`config.mk`:
```
export PLATFORM = sky130hd
export DESIGN_NAME = flash_op_seq
export DESIGN_NICKNAME = d
export VERILOG_FILES = /design/src/rtl/flash_seq_pkg.sv /design/src/rtl/flash_seq_regs.sv /design/src/rtl/flash_seq_fsm.sv /design/src/rtl/flash_op_seq.sv
export SDC_FILE = /design/constraint.sdc
export NUM_CORES = 1
export LEC_CHECK = 0
export ABC_AREA = 1
export CORE_ASPECT_RATIO = 0.5
export CORE_MARGIN = 2
export CORE_UTILIZATION = 50
export DETAILED_ROUTE_END_ITERATION = 6
export DONT_BUFFER_PORTS = 1
export PLACE_DENSITY_LB_ADDON = 0.08
export SETUP_SLACK_MARGIN = 0.15
export SYNTH_ARGS = -nofsm -noshare
export SYNTH_HDL_FRONTEND = slang
export SYNTH_SLANG_ARGS = --single-unit
```
`constraint.sdc`:
```
create_clock -name clk -period 2.23 [get_ports clk]
set_input_delay 0.223 -clock clk [delete_from_list [all_inputs] [get_ports clk]]
set_output_delay 0.223 -clock clk [all_outputs]
set_load 0.05 [all_outputs]
```
`src/rtl/flash_seq_pkg.sv`:
```
package flash_seq_pkg;
   // register offsets
   localparam logic [2:0] OFS_CMD  = 3'd0;
   localparam logic [2:0] OFS_ADR  = 3'd1;
   localparam logic [2:0] OFS_BUF  = 3'd2;
   localparam logic [2:0] OFS_CFG  = 3'd3;
   localparam logic [2:0] OFS_CTRL = 3'd4;

   // control word bits
   localparam int OP_CMD  = 0;
   localparam int OP_ADR  = 1;
   localparam int OP_PROG = 2;
   localparam int OP_READ = 3;
   localparam int OP_ID   = 4;
   localparam int OP_STAT = 5;
   localparam int OP_W    = 6;
   localparam int FLAG_BIT = 15;

   // configuration bits
   localparam int CFG_MASK = 4;
   localparam int CFG_BE   = 5;
   localparam int CFG_RST  = 6;
   localparam int CFG_CE   = 7;
   localparam int CFG_PPB  = 9;

   typedef enum logic [2:0] {
      S_IDLE, S_STROBE, S_GAP, S_WAITRDY, S_DONE
   } seq_state_t;
endpackage

```
`src/rtl/flash_seq_regs.sv`:
```
module flash_seq_regs
   import flash_seq_pkg::*;
#(
   parameter int RST_CYC = 4
) (
   input  logic              clk,
   input  logic              rst_n,
   input  logic              wr_en,
   input  logic [2:0]        wr_addr,
   input  logic [15:0]       wr_data,
   input  logic [2:0]        rd_addr,
   output logic [15:0]       rd_data,
   input  logic              busy,
   input  logic              done,
   input  logic [OP_W-1:0]   op_run,
   output logic              start,
   output logic [OP_W-1:0]   start_op,
   output logic              soft_rst,
   output logic [7:0]        cmd_byte,
   output logic [7:0]        adr_byte,
   output logic [1:0]        cs_sel,
   output logic              cfg_ce,
   output logic              cfg_mask,
   output logic              cfg_be,
   output logic [1:0]        cfg_ppb,
   output logic              flag,
   output logic              irq
);
   localparam int RC_W = $clog2(RST_CYC + 1);

   logic [15:0]     cmd_q, adr_q;
   logic [1:0]      cs_q;
   logic [2:0]      bidx_q;
   logic [RC_W-1:0] rst_cnt;
   logic            ctrl_wr, cfg_wr;

   assign ctrl_wr  = wr_en && (wr_addr == OFS_CTRL);
   assign cfg_wr   = wr_en && (wr_addr == OFS_CFG);
   assign soft_rst = (rst_cnt != '0);
   assign start    = ctrl_wr && $onehot(wr_data[OP_W-1:0]) && !busy && !soft_rst;
   assign start_op = wr_data[OP_W-1:0];

   always_ff @(posedge clk or negedge rst_n) begin
      if (!rst_n) begin
         cmd_q    <= '0;
         adr_q    <= '0;
         cs_q     <= '0;
         bidx_q   <= '0;
         cfg_ce   <= 1'b0;
         cfg_mask <= 1'b0;
         cfg_be   <= 1'b0;
         cfg_ppb  <= '0;
         rst_cnt  <= '0;
      end else begin
         if (wr_en && wr_addr == OFS_CMD) cmd_q <= wr_data;
         if (wr_en && wr_addr == OFS_ADR) adr_q <= wr_data;
         if (wr_en && wr_addr == OFS_BUF) begin
            cs_q   <= wr_data[6:5];
            bidx_q <= wr_data[2:0];
         end
         if (cfg_wr) begin
            cfg_ce   <= wr_data[CFG_CE];
            cfg_mask <= wr_data[CFG_MASK];
            cfg_be   <= wr_data[CFG_BE];
            cfg_ppb  <= wr_data[CFG_PPB+1:CFG_PPB];
         end
         if (cfg_wr && wr_data[CFG_RST]) rst_cnt <= RC_W'(RST_CYC);
         else if (soft_rst)              rst_cnt <= rst_cnt - 1'b1;
      end
   end

   // sticky completion flag: set wins over a clearing write
   always_ff @(posedge clk or negedge rst_n) begin
      if (!rst_n)                            flag <= 1'b0;
      else if (soft_rst)                     flag <= 1'b0;
      else if (done)                         flag <= 1'b1;
      else if (ctrl_wr && !wr_data[FLAG_BIT]) flag <= 1'b0;
   end

   assign irq      = flag && !cfg_mask;
   assign cmd_byte = cmd_q[7:0];
   assign adr_byte = adr_q[7:0];
   assign cs_sel   = cs_q;

   always_comb begin
      rd_data = '0;
      case (rd_addr)
         OFS_CMD:  rd_data = cmd_q;
         OFS_ADR:  rd_data = adr_q;
         OFS_BUF:  rd_data = {9'd0, cs_q, 2'd0, bidx_q};
         OFS_CFG:  rd_data = {5'd0, cfg_ppb, 1'b0, cfg_ce, soft_rst, cfg_be, cfg_mask, 4'd0};
         OFS_CTRL: rd_data = {flag, 9'd0, op_run};
         default:  rd_data = '0;
      endcase
   end

   a_r7_flag_sticky: assert property (@(posedge clk) disable iff (!rst_n)
      (flag && !(ctrl_wr && !wr_data[FLAG_BIT]) && !soft_rst) |=> flag);
   a_r10_flag_cleared: assert property (@(posedge clk) disable iff (!rst_n)
      soft_rst |=> !flag);
endmodule

```
`src/rtl/flash_seq_fsm.sv`:
```
module flash_seq_fsm
   import flash_seq_pkg::*;
#(
   parameter int STROBE_CYC  = 3,
   parameter int DATA_BEATS  = 4,
   parameter int ID_BEATS    = 2,
   parameter int SYNC_STAGES = 2
) (
   input  logic            clk,
   input  logic            rst_n,
   input  logic            start,
   input  logic [OP_W-1:0] start_op,
   input  logic            soft_rst,
   input  logic            fl_rb_n,
   output logic            busy,
   output logic            done,
   output logic [OP_W-1:0] op_run,
   output logic            strobe
);
   localparam int CNT_W  = $clog2(STROBE_CYC) + 1;
   localparam int MAXB   = (DATA_BEATS > ID_BEATS) ? DATA_BEATS : ID_BEATS;
   localparam int BEAT_W = $clog2(MAXB) + 1;

   seq_state_t        state;
   logic [CNT_W-1:0]  cnt;
   logic [BEAT_W-1:0] beats, start_beats;
   logic [OP_W-1:0]   op_q;
   logic              rdy_s, needs_rdy;

   if (STROBE_CYC < 1) begin : g_chk_strobe
      $error("STROBE_CYC must be at least 1");
   end
   if (DATA_BEATS < 1 || ID_BEATS < 1) begin : g_chk_beats
      $error("beat counts must be at least 1");
   end

   // ready/busy synchronizer, depth chosen by parameter
   if (SYNC_STAGES == 0) begin : g_nosync
      assign rdy_s = fl_rb_n;
   end else begin : g_sync
      logic [SYNC_STAGES-1:0] sq;
      always_ff @(posedge clk or negedge rst_n) begin
         if (!rst_n) sq <= '0;
         else        sq <= {sq[SYNC_STAGES-2 >= 0 ? SYNC_STAGES-2 : 0 : 0], fl_rb_n} >> (SYNC_STAGES == 1 ? 1 : 0);
      end
      assign rdy_s = sq[SYNC_STAGES-1];
   end

   always_comb begin
      start_beats = BEAT_W'(1);
      if (start_op[OP_PROG] || start_op[OP_READ]) start_beats = BEAT_W'(DATA_BEATS);
      else if (start_op[OP_ID])                    start_beats = BEAT_W'(ID_BEATS);
   end

   assign needs_rdy = op_q[OP_PROG] || op_q[OP_READ];

   always_ff @(posedge clk or negedge rst_n) begin
      if (!rst_n) begin
         state <= S_IDLE;
         cnt   <= '0;
         beats <= '0;
         op_q  <= '0;
      end else if (soft_rst) begin
         state <= S_IDLE;
         cnt   <= '0;
         beats <= '0;
         op_q  <= '0;
      end else begin
         case (state)
            S_IDLE: if (start) begin
               op_q  <= start_op;
               cnt   <= CNT_W'(STROBE_CYC - 1);
               beats <= start_beats - 1'b1;
               state <= S_STROBE;
            end
            S_STROBE: if (cnt == '0) state <= S_GAP;
                      else           cnt   <= cnt - 1'b1;
            S_GAP: if (beats == '0) begin
               state <= needs_rdy ? S_WAITRDY : S_DONE;
            end else begin
               beats <= beats - 1'b1;
               cnt   <= CNT_W'(STROBE_CYC - 1);
               state <= S_STROBE;
            end
            S_WAITRDY: if (rdy_s) state <= S_DONE;
            S_DONE: begin
               op_q  <= '0;
               state <= S_IDLE;
            end
            default: state <= S_IDLE;
         endcase
      end
   end

   assign busy   = (state != S_IDLE);
   assign done   = (state == S_DONE);
   assign strobe = (state == S_STROBE);
   assign op_run = op_q;

   a_r9_op_held: assert property (@(posedge clk) disable iff (!rst_n)
      ((state == S_STROBE || state == S_GAP || state == S_WAITRDY) && !soft_rst)
      |=> $stable(op_q));
   a_r4_ready_gate: assert property (@(posedge clk) disable iff (!rst_n)
      (done && needs_rdy) |-> $past(rdy_s));
   a_r10_idle_after_rst: assert property (@(posedge clk) disable iff (!rst_n)
      soft_rst |=> (state == S_IDLE));
endmodule

```
`src/rtl/flash_op_seq.sv`:
```
module flash_op_seq
   import flash_seq_pkg::*;
#(
   parameter int NUM_CS      = 4,
   parameter int STROBE_CYC  = 3,
   parameter int DATA_BEATS  = 4,
   parameter int ID_BEATS    = 2,
   parameter int SYNC_STAGES = 2,
   parameter int RST_CYC     = 4
) (
   input  logic              clk,
   input  logic              rst_n,
   input  logic              wr_en,
   input  logic [2:0]        wr_addr,
   input  logic [15:0]       wr_data,
   input  logic [2:0]        rd_addr,
   output logic [15:0]       rd_data,
   output logic              irq,
   output logic [NUM_CS-1:0] fl_ce_n,
   output logic              fl_cle,
   output logic              fl_ale,
   output logic              fl_we_n,
   output logic              fl_re_n,
   output logic [7:0]        fl_dq_out,
   output logic              fl_dq_oe,
   input  logic              fl_rb_n,
   output logic [8:0]        blk_pages,
   output logic              swap_bytes
);
   if (NUM_CS < 1 || NUM_CS > 4) begin : g_chk_cs
      $error("NUM_CS must be 1..4");
   end
   if (RST_CYC < 1) begin : g_chk_rst
      $error("RST_CYC must be at least 1");
   end

   logic            busy, done, start, soft_rst, strobe, flag;
   logic [OP_W-1:0] op_run, start_op;
   logic [7:0]      cmd_byte, adr_byte;
   logic [1:0]      cs_sel, cfg_ppb;
   logic            cfg_ce, cfg_mask, cfg_be;

   flash_seq_regs #(.RST_CYC(RST_CYC)) u_regs (
      .clk, .rst_n, .wr_en, .wr_addr, .wr_data, .rd_addr, .rd_data,
      .busy, .done, .op_run, .start, .start_op, .soft_rst,
      .cmd_byte, .adr_byte, .cs_sel, .cfg_ce, .cfg_mask, .cfg_be,
      .cfg_ppb, .flag, .irq
   );

   flash_seq_fsm #(
      .STROBE_CYC(STROBE_CYC), .DATA_BEATS(DATA_BEATS),
      .ID_BEATS(ID_BEATS), .SYNC_STAGES(SYNC_STAGES)
   ) u_fsm (
      .clk, .rst_n, .start, .start_op, .soft_rst, .fl_rb_n,
      .busy, .done, .op_run, .strobe
   );

   assign fl_cle    = strobe && op_run[OP_CMD];
   assign fl_ale    = strobe && op_run[OP_ADR];
   assign fl_dq_oe  = strobe && (op_run[OP_CMD] || op_run[OP_ADR]);
   assign fl_dq_out = op_run[OP_CMD] ? cmd_byte : adr_byte;
   assign fl_we_n   = !(strobe && (op_run[OP_CMD] || op_run[OP_ADR] || op_run[OP_PROG]));
   assign fl_re_n   = !(strobe && (op_run[OP_READ] || op_run[OP_ID] || op_run[OP_STAT]));

   for (genvar k = 0; k < NUM_CS; k++) begin : g_ce
      assign fl_ce_n[k] = !(cfg_ce && cs_sel == 2'(k));
   end

   assign blk_pages  = 9'd32 << cfg_ppb;
   assign swap_bytes = cfg_be;

   a_r2_one_strobe: assert property (@(posedge clk) disable iff (!rst_n)
      !(!fl_we_n && !fl_re_n));
   a_r8_masked: assert property (@(posedge clk) disable iff (!rst_n)
      cfg_mask |-> !irq);
   a_r11_single_ce: assert property (@(posedge clk) disable iff (!rst_n)
      $onehot0(~fl_ce_n));
   a_r6_no_latch_on_read: assert property (@(posedge clk) disable iff (!rst_n)
      !fl_re_n |-> (!fl_cle && !fl_ale && !fl_dq_oe));
endmodule

```
==> impl_metrics.tcl, run 1 <==
set metrics [dict create \
    slowest_delay_ns 0.44 \
    gr-max-usage-layer "met2" \
    netlist_instances 454 \
    gr-usage-met1_pct 30.5 \
    grt_pass1_vias 2941 \
    setup_viol 0 \
    hold-path-endpoint "u_fsm.op_run[4]" \
    timing.fmax_mhz 527 \
    dp_hpwl_um 6220 \
    finalSetupTns_ns 0 \
    ant_nets 0 \
    diodes 0 \
    slowest_stage "dfrtp_1" \
    cap_violations 0 \
    die_y_um 63.2 \
    fin_util_pct 60.6 \
    cts_max_level 3 \
    drive_gt1_share_pct 15.2 \
    grt_usage_pct 23.7 \
    r2r_start "u_regs.rst_cnt[0]" \
    seq_area_frac_synth_pct 44.9 \
    finalHoldViolCount 0 \
    power_frac_comb_pct 38.1 \
    gp_congestion 0.823 \
    outcome "finished, final reports clean" \
    overflow 0 \
    wl_per_cell_um 14.5 \
    num_vias 3074 \
    final.min_clock_period_ns 1.90 \
    crit_path_start_kind "flip-flop" \
    required_ns 2.01 \
    dieArea_um2 7740 \
    final_nets 522 \
    worstHoldPathCells 2 \
    internal_power_w 0.00270 \
    port_buffers 0 \
    syn_avg_cell_area_um2 7.73 \
    p_leak_nw 2.09 \
    grt_util_met3_pct 7.43 \
    post-route-drc-count 0 \
    multiInputGateArea_um2 1610 \
    syn_area_um2 3510 \
    slew_headroom_pct 57.6 \
    drtIter0Drc 223 \
    vias_per_cell 5.31 \
    regArea_um2 1580 \
    ys_seq_elements 63 \
    worstSetupPathType "flip-flop to output port" \
    cts_sinks 63 \
    clk_pin_slew_ns 0.05 \
    switchingPower_w 0.00194 \
    cts_tree "yes" \
    antenna_found_initial 0 \
    yosys_warnings 0 \
    core_area_um2 6730 \
    yosysUniqueCellTypes 33 \
    die_x_um 122 \
    wl_um 8420 \
    finClkSkew_ns 0.00647 \
    crit_chain "inv_1 > nand3_1 > a21oi_1 > buf_4" \
    grt_first_pass_wirelength_um 13900 \
    num_rows 21 \
    io_pins 70 \
    worstPathMaxFanout 7 \
    ff2ff_setup_slack_ns 0.61 \
    worstPathArrival_ns 1.68 \
    powerDensity_nw_per_um2 1140 \
    vdd.ir_drop.worst_uv 565 \
    r2r-end "u_fsm.beats[2]" \
    pwr-share-seq_pct 34.9 \
    switching_share_pct 41.8 \
    initial_core_util_pct 52.2 \
    mostFrequentLayoutCell "nand2_1" \
    use_met2_pct 38.0 \
    cts_root_buf "clkbuf_16" \
    reg2reg_depth 9 \
    finalCritPeriodShare_pct 85.2 \
    syn_to_final_growth_pct 16.2 \
    power.share.clock_pct 26.9 \
    worstMarginPinSlew_ns 0.633 \
    fillers 636 \
    drtPass1Iterations 4 \
    power_w 0.00464 \
    clock_path_buffers 2 \
    slew_viol_final 0 \
    hold_class "input pin to flip-flop" \
    hp-start "wr_data[4]" \
    rsz0062_at_grt "no" \
    clock_latency_ns 0.33 \
    final_cell_mix "145 x nand2_1, 63 x dfrtp_1, 60 x inv_1" \
    numCtsBuffers 9 \
    endpoint_kind "output port" \
    grt_max_degree 64 \
]
per-layer routing:
metal	part of all wire, %	wire, um
met5	0	0
met4	1.0	88
met3	7.0	591
met2	47	3950
met1	45	3790
flip-flops by register name, indices dropped and copies added, names as in the netlist:
name and flops:
u_fsm.beats 3, u_regs.cfg_ppb 2, u_regs.bidx_q 3, u_regs.flag 1, u_fsm.op_run 6, u_fsm.state 3, u_regs.cs_sel 2, u_regs.cfg_mask 1
u_fsm.g_sync.sq 2, u_fsm.cnt 3, u_regs.rst_cnt 3, u_regs.cfg_ce 1, u_regs.cmd_q 16, u_regs.adr_q 16, u_regs.cfg_be 1
synthesized netlist by cell type, drive strengths merged:
cell	n	area [um2]
o211ai	5	37.5
ha	10	125
buf	11	80.1
inv	63	236
conb	1	3.75
nand3b	2	15.0
nand2	153	609
o31ai	2	15.0
fa	2	40.0
clkbuf	6	22.5
a21oi	4	20.0
a22o	5	43.8
dfrtp	63	1580
nor2	36	168
o21ai	57	308
nor3	5	30.0
nand4	4	25.0
nand3	18	100
xnor2	1	8.76
clkinv	2	8.75
o2111ai	4	35.0
stage by stage:
step | instance area [um2] | hold WS, ns | setup WS [ns] | std cells
floorplan | 3520 | -0.0726 | 0.167 | 458
global placement | 3760 | -0.0714 | 0.140 | 562
detailed placement | 3760 | -0.0710 | 0.0768 | 562
CTS | 4080 | 0.0443 | 0.360 | 579
global route | 4080 | 0.0460 | 0.243 | 579
finish | 4080 | 0.0510 | 0.331 | 579
worst max path at each step:
| stage | start | to | slack [ns] |
|---|---|---|---|
| after floorplan | wr_data[2] | u_fsm.op_run[2] | 0.17 |
| after global placement | wr_data[2] | u_fsm.op_run[0] | 0.14 |
| after detailed placement | wr_data[2] | u_fsm.op_run[4] | 0.08 |
| after CTS | u_fsm.state[2] | fl_dq_oe | 0.36 |
| after global routing | u_fsm.state[2] | fl_dq_oe | 0.24 |
| final | u_fsm.state[2] | fl_dq_oe | 0.33 |
critical path, delay by kind of cell (launching register included):
kind,cells,cell delay [ns]
DFF,1,0.44
buffers and inverters,2,0.36
and+or+nand+nor,1,0.30
AOI/OAI and AO/OA,1,0.23
what timing repair did:
action | CTS | global route
hold endpoints to repair | 64 | 0
hold buffers | 3 | 0
buffers inserted | 0 | 0
resized for setup | 0 | 0
power groups by stage:
| stage | combinational, W | sequential [W] | clock [W] |
|---|---|---|---|
| 3_3_place_gp | 0.00170 | 0.00162 | 0 |
| 3_5_place_dp | 0.00174 | 0.00163 | 0 |
| 4_1_cts | 0.00178 | 0.00162 | 0.00128 |
| 5_1_grt | 0.00196 | 0.00166 | 0.00132 |
| 2_1_floorplan | 0.00143 | 0.00158 | 0 |
| 6_report | 0.00177 | 0.00162 | 0.00125 |
final cells by class:
cell class              count  share of cell area [%]
repair buffers             32                    6.51
clock buffers              13                    6.38
well taps                  92                    2.82
inverters                  65                    6.02
flip-flops and latches     63                    38.7
multi-input cells         313                    39.5
clock inverters             1                   0.123
cell families after synthesis:
kind of cell | share of synthesized area (%)
xor+xnor | 0.250
flops | 44.9
simple gates | 27.0
fa+ha+maj | 4.71
compound gates | 13.1
buf+inv | 9.91
other cells | 0.107
Note: power is estimated with default switching activity, not from simulation.
==> inputs of run 2 (changes only) <==
PLACE_DENSITY = 0.75   (was not set)
PLACE_DENSITY_LB_ADDON = not set   (was 0.08)
==> run 2 against run 1 <==
Compared with the run above:
- core utilization up 0.47 points
- maximum frequency fell by 4.3%
- via count shrank 1.5%
- worst hold slack lost 0.0065 ns
- critical path type unchanged
- critical endpoint is now rd_data[0]
- die area did not move
==> impl_metrics.tcl, run 2 (synthesis gave the netlist of run 1 again) <==
set metrics [dict create \
    outcome "finished, final reports clean" \
    final_nets 520 \
    slew_viol_final 0 \
    diodes 0 \
    internal_power_w 0.00285 \
    pwr-share-seq_pct 34.3 \
    dp_hpwl_um 5640 \
    cts_max_level 3 \
    numCtsBuffers 9 \
    num_rows 21 \
    grt_pass1_vias 2991 \
    final_cells 579 \
    antenna_found_initial 0 \
    slew_headroom_pct 58.1 \
    core_area_um2 6730 \
    syn_to_final_growth_pct 17.1 \
    die_x_um 122 \
    wl_per_cell_um 13.7 \
    vdd.ir_drop.worst_uv 472 \
    required_ns 2.01 \
    worstPathMaxFanout 15 \
    gp_congestion 0.850 \
    gr-usage-met1_pct 28.3 \
    final.min_clock_period_ns 1.98 \
    io_pins 70 \
    hold_class "input pin to flip-flop" \
    grt_util_met3_pct 7.07 \
    worstSetupPathType "flip-flop to output port" \
    cap_violations 0 \
    post-route-drc-count 0 \
    final_cell_mix "145 x nand2_1, 63 x dfrtp_1, 60 x inv_1" \
    clk_pin_slew_ns 0.05 \
    endpoint_kind "output port" \
    grt_first_pass_wirelength_um 13500 \
    switching_share_pct 40.7 \
    finalSetupTns_ns 0 \
    initial_core_util_pct 52.2 \
    drtPass1Iterations 4 \
    ant_nets 0 \
    finalHoldViolCount 0 \
    rsz0062_at_grt "no" \
    num_vias 3029 \
    switchingPower_w 0.00195 \
    grt_max_degree 64 \
    vias_per_cell 5.23 \
    crit_path_start_kind "flip-flop" \
    gr-max-usage-layer "met2" \
    power_frac_comb_pct 36.0 \
    mostFrequentLayoutCell "nand2_1" \
    cts_sinks 63 \
    p_leak_nw 2.10 \
    finalCritPeriodShare_pct 89.0 \
    cts_tree "yes" \
    cts_setup_buffers 0 \
    use_met2_pct 37.6 \
    port_buffers 0 \
    clock_path_buffers 2 \
    drtIter0Drc 147 \
    timing.fmax_mhz 504 \
    worstMarginPinSlew_ns 0.627 \
    cts_root_buf "clkbuf_16" \
    drive_gt1_share_pct 15.2 \
    place_ws_ns 0.0585 \
    fin_util_pct 61.1 \
    clock_latency_ns 0.33 \
    worstPathArrival_ns 1.76 \
    setup_viol 0 \
    grt_usage_pct 22.6 \
    dp.cells 560 \
    multiInputGateArea_um2 1610 \
    fillers 611 \
    die_y_um 63.2 \
    wl_um 7910 \
    finClkSkew_ns 0.00530 \
    powerDensity_nw_per_um2 1170 \
    setup_ws_ns 0.245 \
    regArea_um2 1580 \
    overflow 0 \
    dieArea_um2 7740 \
    power.share.clock_pct 29.7 \
]
[run 2: cell types whose count changed in the layout (fill, tap and decap cells not counted)]
cell	previous run	this run
buf_4	29	27
bufinv_16	0	1
clkbuf_8	2	3
clkinv_2	2	1
clkinvlp_4	0	1
[run 2: path summary, 6_finish.rpt]
kind                                    start                 end  slack [ns]  depth (start not counted)
max                           u_fsm.op_run[0]          rd_data[0]        0.25                          3
max in group asynchronous               rst_n    u_regs.cmd_q[14]        1.54                          2
min in group asynchronous               rst_n  u_fsm.g_sync.sq[0]        0.42                          2
max reg2reg                    u_fsm.state[0]      u_fsm.beats[2]        0.57                         13
min                                wr_data[5]     u_fsm.op_run[5]        0.04                          2
min reg2reg                u_fsm.g_sync.sq[0]  u_fsm.g_sync.sq[1]        0.34                          0
[run 2: per-layer routing]
| metal | vias up | part of all wire, % |
|---|---|---|
| met5 | - | 0 |
| met4 | 0 | 1.6 |
| met3 | 13 | 6.8 |
| met2 | 72 | 47 |
| met1 | 1460 | 45 |
| li1 | 1484 | - |
[run 2: critical path: stages, from the launching register on]
cell       delay, ns
dfrtp_1         0.67
inv_1           0.26
o2111ai_1       0.26
buf_4           0.24
[run 2: timing repair]
item	in CTS	in global routing
gates resized for setup	0	0
hold buffers	3	0
endpoints found under the hold margin	64	0
[run 2: cell type report]
| type | count | area share (%) |
|---|---|---|
| Clock inverter | 2 | 0.914 |
| Timing Repair Buffer | 30 | 6.09 |
| Tap cell | 92 | 2.80 |
| Clock buffer | 14 | 6.67 |
| Sequential cell | 63 | 38.4 |
| Inverter | 65 | 5.97 |
| Multi-Input combinational cell | 313 | 39.2 |
[run 2: power groups by stage]
stage | clock network, W | logic [W] | registers, W
after CTS | 0.00146 | 0.00174 | 0.00164
final | 0.00143 | 0.00173 | 0.00165
after detailed placement | 0 | 0.00170 | 0.00165
after floorplan | 0 | 0.00143 | 0.00158
after global routing | 0.00151 | 0.00192 | 0.00168
after global placement | 0 | 0.00167 | 0.00165
[run 2: per-stage QoR]
stage | hold WS (ns) | total power [W] | area (um2)
2_1_floorplan | -0.0726 | 0.00301 | 3520
3_3_place_gp | -0.0712 | 0.00331 | 3750
3_5_place_dp | -0.0707 | 0.00335 | 3750
4_1_cts | 0.0389 | 0.00484 | 4110
5_1_grt | 0.0578 | 0.00511 | 4110
6_report | 0.0445 | 0.00481 | 4110
==> inputs of run 3 (changes only) <==
PLACE_DENSITY = 0.78   (was 0.75)
clock period = 1.71 ns   (was 2.23 ns; I/O delays follow)
==> run 3 against run 2 <==
Compared with the run above:
- the flow now finishes with violations (negative hold slack, negative setup slack)
- core utilization rose by 7.7 points
- cell count is 4.5% higher
- clock power rose by 35%
- worst hold slack worse by 0.52 ns
- first-iteration DRC count grew 130%
- global-route usage grew 4.5 points
- count of clock-buffer cells in the layout down 2
- non-clock buffer count increased by 25
- critical endpoint is now u_fsm.op_run[5]
==> impl_metrics.tcl, run 3 (synthesis gave the netlist of run 1 again) <==
set metrics [dict create \
    wl_um 10100 \
    startpoint "wr_data[5]" \
    grt_first_pass_wirelength_um 15800 \
    mostFrequentLayoutCell "nand2_1" \
    final_cell_mix "128 x nand2_1, 58 x dfrtp_1, 48 x inv_1" \
    place_ws_ns -0.320 \
    wl_per_cell_um 16.7 \
    clock_latency_ns 0.34 \
    diodes 0 \
    initial_core_util_pct 52.2 \
    r2r-end "u_fsm.beats[2]" \
    outcome "finished, violations left" \
    finalSetupTns_ns -0.0608 \
    grt_pass1_vias 3226 \
    hold_class "input pin to async pin" \
    post-route-drc-count 0 \
    numCtsBuffers 9 \
    slew_viol_final 0 \
    hold_ws_ns -0.477 \
    slew_headroom_pct 63.6 \
    finalCritPeriodShare_pct 101 \
    grt_usage_pct 27.1 \
    vias_per_cell 5.48 \
    num_vias 3318 \
    die_x_um 122 \
    setup_viol 5 \
    clock_path_buffers 2 \
    dieArea_um2 7740 \
    stdcell_area_um2 4620 \
    placed_area_um2 3940 \
    finClkSkew_ns 0.00670 \
    ant_nets 0 \
    violations "negative hold slack, negative setup slack" \
    drtPass1Iterations 5 \
    clk_pin_slew_ns 0.06 \
    vdd.ir_drop.worst_uv 702 \
    ff2ff_setup_slack_ns 0.10 \
    cts_root_buf "clkbuf_16" \
    fillers 527 \
    fin_util_pct 68.7 \
    worstPathMaxFanout 6 \
    port_buffers 0 \
    crit_end "u_fsm.op_run[5]" \
    r2r_start "u_fsm.state[0]" \
    die_y_um 63.2 \
    worstSetupPathType "input pin to flip-flop" \
    grt_max_degree 64 \
    powerDensity_nw_per_um2 1530 \
    ctsHoldBuffers 3 \
    worstMarginPinSlew_ns 0.544 \
    endpoint_kind "flip-flop" \
    cts_sinks 63 \
    rsz0062_at_grt "yes" \
    required_ns 1.93 \
    final.min_clock_period_ns 1.73 \
    setup_ws_ns -0.0229 \
    crit_path_start_kind "input pin" \
    gp_congestion 0.839 \
    cap_violations 0 \
    io_pins 70 \
    num_rows 21 \
    syn_to_final_growth_pct 31.8 \
    antenna_found_initial 0 \
    reg2reg_depth 13 \
    overflow 0 \
    drive_gt1_share_pct 30.0 \
    finalHoldViolCount 63 \
    cts_max_level 3 \
    cts_tree "yes" \
    dp_hpwl_um 6180 \
    p_leak_nw 2.30 \
    core_area_um2 6730 \
    final_nets 546 \
    worstPathArrival_ns 1.95 \
    drtIter0Drc 331 \
    timing.fmax_mhz 577 \
]
[run 3: metal layers]
metal / up-vias / routed length, um / global-route usage, %
li1: 1540 / - / -
met1: 1567 / 4080 / 33.4
met2: 165 / 4780 / 42.8
met3: 46 / 815 / 8.61
met4: 0 / 417 / 13.9
met5: - / 0 / 0
[run 3: worst min-delay path by stage]
stage / start / slack, ns / endpoint
2_1_floorplan: rst_n / -0.12 / u_fsm.beats[0]
3_3_place_gp: rst_n / -0.12 / u_regs.cfg_ppb[1]
3_5_place_dp: rst_n / -0.12 / u_regs.cfg_ppb[1]
4_1_cts: rst_n / -0.48 / u_regs.cs_sel[0]
5_1_grt: rst_n / -0.49 / u_regs.cfg_ce
6_report: rst_n / -0.48 / u_regs.cs_sel[0]
[run 3: through the flow]
stage,std cells,hold WS [ns],power (W)
2_1_floorplan,458,-0.125,0.00399
3_3_place_gp,575,-0.123,0.00446
3_5_place_dp,575,-0.124,0.00452
4_1_cts,599,-0.479,0.00679
5_1_grt,605,-0.488,0.00745
6_report,605,-0.477,0.00709
[run 3: power breakdown]
| part | leakage [nW] | internal (W) | switching [W] | total, W |
|---|---|---|---|---|
| Sequential | 0.798 | 0.00183 | 0.000345 | 0.00218 |
| Clock | 0.147 | 0.00125 | 0.000688 | 0.00193 |
| Combinational | 1.35 | 0.00100 | 0.00197 | 0.00298 |
[run 3: cell type report]
class / count / area (um2) / area share (%)
Multi-Input combinational cell: 314 / 1880 / 40.6
Sequential cell: 63 / 1580 / 34.2
Timing Repair Buffer: 55 / 463 / 10.0
Clock buffer: 12 / 267 / 5.76
Inverter: 65 / 265 / 5.74
Tap cell: 92 / 115 / 2.49
Clock inverter: 4 / 52.6 / 1.14
[run 3: worst max-delay path, stage by stage]
cell and delay [ns]:
ha_4 0.24, inv_2 0.04, fa_2 0.38, inv_2 0.09, ha_4 0.21, nor2_4 0.08, nand2_1 0.06, nor2_1 0.11
nand2_1 0.11, nand2_4 0.19, nand2_8 0.12, nand2_4 0.09, o21ai_2 0.06
[run 3: repair_timing]
| item | in CTS | in global routing |
|---|---|---|
| endpoints found under the setup margin | 26 | 28 |
| cloned | 1 | 0 |
| pin swaps | 19 | 17 |
| hold endpoints to repair | 66 | 63 |
| setup buffers | 4 | 6 |
| gates resized for setup | 42 | 26 |
